===== config.mk =====
export PLATFORM = sky130hd
export DESIGN_NAME = mesi_line_ctrl
export DESIGN_NICKNAME = d
export VERILOG_FILES = /design/src/rtl/mesi_pkg.sv /design/src/rtl/mesi_cpu_side.sv /design/src/rtl/mesi_snoop_side.sv /design/src/rtl/mesi_state_store.sv /design/src/rtl/mesi_line_ctrl.sv
export SDC_FILE = /design/constraint.sdc
export NUM_CORES = 1
export LEC_CHECK = 0
export ABC_AREA = 1
export BUFFER_PORTS_ARGS = -buffer_cell sky130_fd_sc_hd__buf_4
export CELL_PAD_IN_SITES_DETAIL_PLACEMENT = 1
export CELL_PAD_IN_SITES_GLOBAL_PLACEMENT = 2
export CORE_UTILIZATION = 30
export CTS_BUF_LIST = sky130_fd_sc_hd__clkbuf_8
export DETAILED_ROUTE_END_ITERATION = 7
export MAX_ROUTING_LAYER = met4
export PLACE_DENSITY_LB_ADDON = 0.1
export SLEW_MARGIN = 10
export SYNTH_ARGS = -nofsm -noshare
export SYNTH_HDL_FRONTEND = slang
export SYNTH_HIERARCHICAL = 1
export SYNTH_SLANG_ARGS = --single-unit

===== constraint.sdc =====
create_clock -name clk -period 1.99 [get_ports clk]
set_input_delay 0.4975 -clock clk [delete_from_list [all_inputs] [get_ports clk]]
set_output_delay 0.4975 -clock clk [all_outputs]
set_load 0.01 [all_outputs]

===== src/rtl/mesi_pkg.sv =====
package mesi_pkg;

  typedef enum logic [1:0] {
    ST_I = 2'd0,
    ST_S = 2'd1,
    ST_E = 2'd2,
    ST_M = 2'd3
  } line_st_t;

  typedef enum logic [1:0] {
    OP_READ  = 2'd0,
    OP_WRITE = 2'd1,
    OP_EVICT = 2'd2,
    OP_RSVD  = 2'd3
  } cpu_op_t;

  typedef enum logic [1:0] {
    BUS_NONE = 2'd0,
    BUS_RD   = 2'd1,
    BUS_RDX  = 2'd2,
    BUS_WB   = 2'd3
  } bus_op_t;

endpackage


===== src/rtl/mesi_cpu_side.sv =====
module mesi_cpu_side
  import mesi_pkg::*;
(
  input  logic     req_valid,
  input  cpu_op_t  req_op,
  input  line_st_t cur_st,
  input  logic     grant,
  input  logic     shared_in,
  input  logic     blocked,
  output logic     bus_req,
  output bus_op_t  bus_op,
  output logic     done,
  output line_st_t nxt_st
);

  bus_op_t need_op;

  always_comb begin
    need_op = BUS_NONE;
    nxt_st  = cur_st;
    unique case (req_op)
      OP_READ: begin
        if (cur_st == ST_I) begin
          need_op = BUS_RD;
          nxt_st  = shared_in ? ST_S : ST_E;
        end
      end
      OP_WRITE: begin
        if (cur_st == ST_I || cur_st == ST_S) need_op = BUS_RDX;
        nxt_st = ST_M;
      end
      OP_EVICT: begin
        if (cur_st == ST_M) need_op = BUS_WB;
        nxt_st = ST_I;
      end
      default: begin
        nxt_st = cur_st;
      end
    endcase
  end

  always_comb begin
    bus_req = req_valid && (need_op != BUS_NONE);
    bus_op  = bus_req ? need_op : BUS_NONE;
    if (!req_valid)                done = 1'b0;
    else if (need_op != BUS_NONE)  done = grant;
    else                           done = !blocked;
  end

endmodule


===== src/rtl/mesi_snoop_side.sv =====
module mesi_snoop_side
  import mesi_pkg::*;
(
  input  logic     snp_valid,
  input  bus_op_t  snp_op,
  input  line_st_t cur_st,
  output logic     flush,
  output logic     shared_out,
  output logic     upd,
  output line_st_t nxt_st
);

  always_comb begin
    nxt_st = cur_st;
    flush  = 1'b0;
    unique case (snp_op)
      BUS_RD: begin
        if (cur_st == ST_M) flush = 1'b1;
        if (cur_st == ST_M || cur_st == ST_E) nxt_st = ST_S;
      end
      BUS_RDX: begin
        if (cur_st == ST_M) flush = 1'b1;
        nxt_st = ST_I;
      end
      default: begin
        nxt_st = cur_st;
      end
    endcase
    flush      = flush && snp_valid;
    shared_out = snp_valid && (cur_st != ST_I);
    upd        = snp_valid;
  end

endmodule


===== src/rtl/mesi_state_store.sv =====
module mesi_state_store
  import mesi_pkg::*;
#(
  parameter int LINES = 8,
  localparam int IDX_W = $clog2(LINES)
) (
  input  logic                 clk,
  input  logic                 rst_n,
  input  logic                 snp_we,
  input  logic [IDX_W-1:0]     snp_idx,
  input  line_st_t             snp_st,
  input  logic                 cpu_we,
  input  logic [IDX_W-1:0]     cpu_idx,
  input  line_st_t             cpu_st,
  output line_st_t [LINES-1:0] st_q
);

  for (genvar g = 0; g < LINES; g++) begin : g_line
    logic     hit_snp;
    logic     hit_cpu;
    logic     en;
    line_st_t d;

    always_comb begin
      hit_snp = snp_we && (snp_idx == IDX_W'(g));
      hit_cpu = cpu_we && (cpu_idx == IDX_W'(g));
      en      = hit_snp || hit_cpu;
      d       = hit_snp ? snp_st : cpu_st;
    end

    always_ff @(posedge clk or negedge rst_n) begin
      if (!rst_n)  st_q[g] <= ST_I;
      else if (en) st_q[g] <= d;
    end
  end

endmodule


===== src/rtl/mesi_line_ctrl.sv =====
module mesi_line_ctrl
  import mesi_pkg::*;
#(
  parameter int LINES = 8,
  localparam int IDX_W = $clog2(LINES)
) (
  input  logic             clk,
  input  logic             rst_n,
  input  logic             cpu_req_valid,
  input  logic [1:0]       cpu_req_op,
  input  logic [IDX_W-1:0] cpu_req_line,
  output logic [1:0]       cpu_state,
  output logic             cpu_done,
  output logic             bus_req,
  output logic [1:0]       bus_req_op,
  input  logic             bus_grant,
  input  logic             bus_shared_in,
  input  logic             snoop_valid,
  input  logic [1:0]       snoop_op,
  input  logic [IDX_W-1:0] snoop_line,
  output logic             flush,
  output logic             shared_out
);

  line_st_t [LINES-1:0] st_q;
  line_st_t cpu_cur, snp_cur, cpu_nxt, snp_nxt;
  bus_op_t  req_op_w;
  logic     snp_upd, same_line;

  assign cpu_cur   = st_q[cpu_req_line];
  assign snp_cur   = st_q[snoop_line];
  assign same_line = snoop_valid && (snoop_line == cpu_req_line);
  assign cpu_state = cpu_cur;
  assign bus_req_op = req_op_w;

  mesi_cpu_side u_cpu (
    .req_valid (cpu_req_valid),
    .req_op    (cpu_op_t'(cpu_req_op)),
    .cur_st    (cpu_cur),
    .grant     (bus_grant),
    .shared_in (bus_shared_in),
    .blocked   (same_line),
    .bus_req   (bus_req),
    .bus_op    (req_op_w),
    .done      (cpu_done),
    .nxt_st    (cpu_nxt)
  );

  mesi_snoop_side u_snp (
    .snp_valid  (snoop_valid),
    .snp_op     (bus_op_t'(snoop_op)),
    .cur_st     (snp_cur),
    .flush      (flush),
    .shared_out (shared_out),
    .upd        (snp_upd),
    .nxt_st     (snp_nxt)
  );

  mesi_state_store #(.LINES(LINES)) u_store (
    .clk     (clk),
    .rst_n   (rst_n),
    .snp_we  (snp_upd),
    .snp_idx (snoop_line),
    .snp_st  (snp_nxt),
    .cpu_we  (cpu_done),
    .cpu_idx (cpu_req_line),
    .cpu_st  (cpu_nxt),
    .st_q    (st_q)
  );

  // the bus carries one transaction per cycle
  a_r10_one_bus_owner: assert property (@(posedge clk) disable iff (!rst_n)
    !(bus_grant && snoop_valid));

  a_r2_read_hit_local: assert property (@(posedge clk) disable iff (!rst_n)
    (cpu_req_valid && cpu_req_op == 2'd0 && cpu_state != 2'd0) |-> !bus_req);

  a_r3_fill_state: assert property (@(posedge clk) disable iff (!rst_n)
    (bus_grant && bus_req && bus_req_op == 2'd1) |=>
      (st_q[$past(cpu_req_line)] == ($past(bus_shared_in) ? ST_S : ST_E)));

  a_r4_excl_write_silent: assert property (@(posedge clk) disable iff (!rst_n)
    (cpu_req_valid && cpu_req_op == 2'd1 && cpu_state == 2'd2 && !snoop_valid) |=>
      (st_q[$past(cpu_req_line)] == ST_M));

  a_r5_rdx_gives_modified: assert property (@(posedge clk) disable iff (!rst_n)
    (bus_grant && bus_req && bus_req_op == 2'd2) |=> (st_q[$past(cpu_req_line)] == ST_M));

  a_r7_flush_then_invalid: assert property (@(posedge clk) disable iff (!rst_n)
    (flush && snoop_op == 2'd2) |=> (st_q[$past(snoop_line)] == ST_I));

  a_r6_flush_needs_snoop: assert property (@(posedge clk) disable iff (!rst_n)
    flush |-> (snoop_valid && shared_out && (snoop_op == 2'd1 || snoop_op == 2'd2)));

  a_r8_writeback_invalid: assert property (@(posedge clk) disable iff (!rst_n)
    (bus_grant && bus_req && bus_req_op == 2'd3) |=> (st_q[$past(cpu_req_line)] == ST_I));

endmodule


==> flow_metrics.env <==
export IMPL_grt_remaining_overflow=0
export IMPL_drtIter0Drc=69
export IMPL_top_regs="u_store/st_q x16"
export IMPL_drive_above_1_share_pct=39.49
export IMPL_fin_crit_ps=2202
export IMPL_cp_start_kind="register"
export IMPL_netlist_instances=290
export IMPL_clk_pin_slew_ps=70
export IMPL_core_um2=5140
export IMPL_arrival_ps=1700
export IMPL_place_inst=409
export IMPL_vias=2021
export IMPL_rows=26
export IMPL_max_freq_mhz=454.2
export IMPL_yosys_warnings=6
export IMPL_slew_headroom_pct=75.50
export IMPL_worst_slew_pin_slew_ps=366.2
export IMPL_cp_slowest_cell="dfrtp_1"
export IMPL_path_common_cell="nand2_1"
export IMPL_netlist_area_um2=1618
export IMPL_finalCritPeriodShare_pct=110.6
export IMPL_synth_nets=307
export IMPL_gp_congestion=0.8538
export IMPL_slew_viol_final=0
export IMPL_die_w_um=75.44
export IMPL_worstPathCellList="inv_2, nand2_1, nand3_1, nand2_1, nand2_1, nand2_2, inv_1, nand3_2, nand4_1, nand2_2, nor2_4, buf_6"
export IMPL_area_growth_syn_to_layout_pct=47.41
export IMPL_worstPathMaxFanout=4
export IMPL_fill_cells=727
export IMPL_ys_types=24
export IMPL_cts_htree_levels=1
export IMPL_post_layout_nonfiller_instances=422
export IMPL_clock_root_buffer="clkbuf_8"
export IMPL_drc_errors=0
export IMPL_regMostFlops="u_store/st_q"
export IMPL_clk_latency_ps=250
export IMPL_antenna_found_initial=0
export IMPL_run_status="finished, violations left"
export IMPL_peakVddDrop_mv=0.3026
export IMPL_nets=371
export IMPL_synthTopCellsByArea="nand2_1, dfrtp_1, nand3_1, inv_1, nor2_1"
export IMPL_die_h_um=75.44
export IMPL_finalSetupViolCount=17
export IMPL_track_usage_pct=24.15
export IMPL_yosys_area_top_type_share_pct=25.75
export IMPL_synth_largest_area_cell="nand2_1"
export IMPL_hpwlAfterDp_um=5017
export IMPL_skew_ps=2.528
export IMPL_initial_utilization_pct=31.48
export IMPL_r2r_slack_ps=-110
export IMPL_cp_depth=12
export IMPL_largest_reg_flops=16
export IMPL_grt_pass1_vias=1971
export IMPL_finalHoldViolations=0
export IMPL_first_pass_iters=4
export IMPL_cts_buffer_depth=2
export IMPL_required_ps=1490
export IMPL_final_cell_mix="nand2_1, nand3_1, buf_4"
export IMPL_syn_area_per_cell_um2=5.579
export IMPL_violations="setup timing"
export IMPL_routed_via_density=4.789
export IMPL_path_buf_inv=3
export IMPL_maxCapViolations=0
export IMPL_synth_seq_cells=16
export IMPL_rsz0062_at_grt="true"
export IMPL_setup_ws_ps=-211.5
export IMPL_seq_area_frac_synth_pct=24.75
export IMPL_crit_type="reg2out"
export IMPL_wirelength_um=6272
export IMPL_final_common_cell="nand2_1"
export IMPL_cp_startpoint="u_store/st_q[1]"
export IMPL_cts_tree="built"
export IMPL_insertedDiodeCount=0
export IMPL_holdCritPathClass="in2async"
export IMPL_reg2reg_to="u_store/st_q[7]"
export IMPL_cellLeakagePower_nw=1.361
export IMPL_crit_family="simple AND/OR/NAND/NOR gates"
export IMPL_grt_pass1_wl_um=9756
export IMPL_r2r_start="u_store/st_q[1]"
export IMPL_grt_max_degree=17
export IMPL_power_mw=1.567
export IMPL_powerDensity_nw_per_um2=657.2
export IMPL_pin_count=24
export IMPL_wire_per_inst_um=14.86
export IMPL_worst_setup_path_end_kind="output port"
export IMPL_cts_sinks=16
export IMPL_die_area_um2=5690
export IMPL_max_stage_delay_ps=420
export IMPL_io_buffers=23
export IMPL_numCtsBuffers=3
export IMPL_r2r_cells=17
export IMPL_ant_nets=0
==> stage by stage <==
step                hold slack (ps)  TNS (ps)  util, %  area, µm²  worst slack, ps
finish                        99.46     -1417    46.40       2385           -211.5
global placement              379.3     -5243    40.85       2100           -336.5
CTS                           108.4     -1400    44.21       2272           -204.7
floorplan                     201.9    -110.2        -       1633           -28.85
global route                  114.0     -4323    46.40       2385           -315.3
detailed placement            378.2     -6037    40.85       2100           -372.6
==> worst max-delay path by stage <==
stage	end	slack, ps
4_1_cts	cpu_done	-200
3_5_place_dp	u_store/st_q[1]	-370
5_1_grt	cpu_done	-320
3_3_place_gp	u_store/st_q[1]	-340
2_1_floorplan	u_store/st_q[1]	-30
6_report	cpu_done	-210
==> cell usage after synthesis, drive strengths merged <==
library cell and number:
nand2 116, nand3 65, inv 52, nor2 22
dfrtp 16, a21oi 4, buf 4, nand4 4
a22oi 1, clkbuf 1, ha 1, o211ai 1
o21a 1, o21ai 1, o311ai 1
==> cell type report <==
cell class / count / area, µm² / share of cell area, %
flip-flops and latches: 16 / 400.4 / 16.79
well taps: 70 / 87.58 / 3.673
inverters: 52 / 205.2 / 8.604
multi-input cells: 217 / 1124 / 47.11
clock buffers: 3 / 41.29 / 1.731
repair buffers: 64 / 526.8 / 22.09
==> cells by family (layout without fill, tap and decap cells) <==
group | count (synthesis) | count (layout) | synth area share (%)
AND/OR/NAND/NOR | 207 | 207 | 55.99
buffers and inverters | 57 | 119 | 14.77
flip-flops | 16 | 16 | 24.75
AO/OA/AOI/OAI | 9 | 9 | 3.712
adder cells (fa/ha/maj) | 1 | 1 | 0.7733
==> power by group <==
group	switching [mW]	internal [mW]	total [mW]
sequential	0.0642	0.408	0.472
combinational	0.463	0.382	0.845
clock	0.116	0.134	0.250
==> worst register-to-register path: cells and delay by family (launching register included) <==
family / cells / cell delay [ps]
flops: 1 / 420
simple gates: 13 / 1180
buf+inv: 4 / 370
==> routing by layer <==
layer | share of wire [%] | global-route usage (%)
met3 | 2.0 | 1.455
met4 | 1.3 | 4.321
met1 | 46 | 30.66
met5 | 0 | -
met2 | 50 | 42.76
==> what timing repair did <==
action                     4_1_cts  5_1_grt
pin swaps                       17       23
gates resized for setup         39       26
setup endpoints to repair       22       23
hold buffers                     0        0
setup buffers                    7        5
No activity file was read; power rests on OpenSTA's default activity.
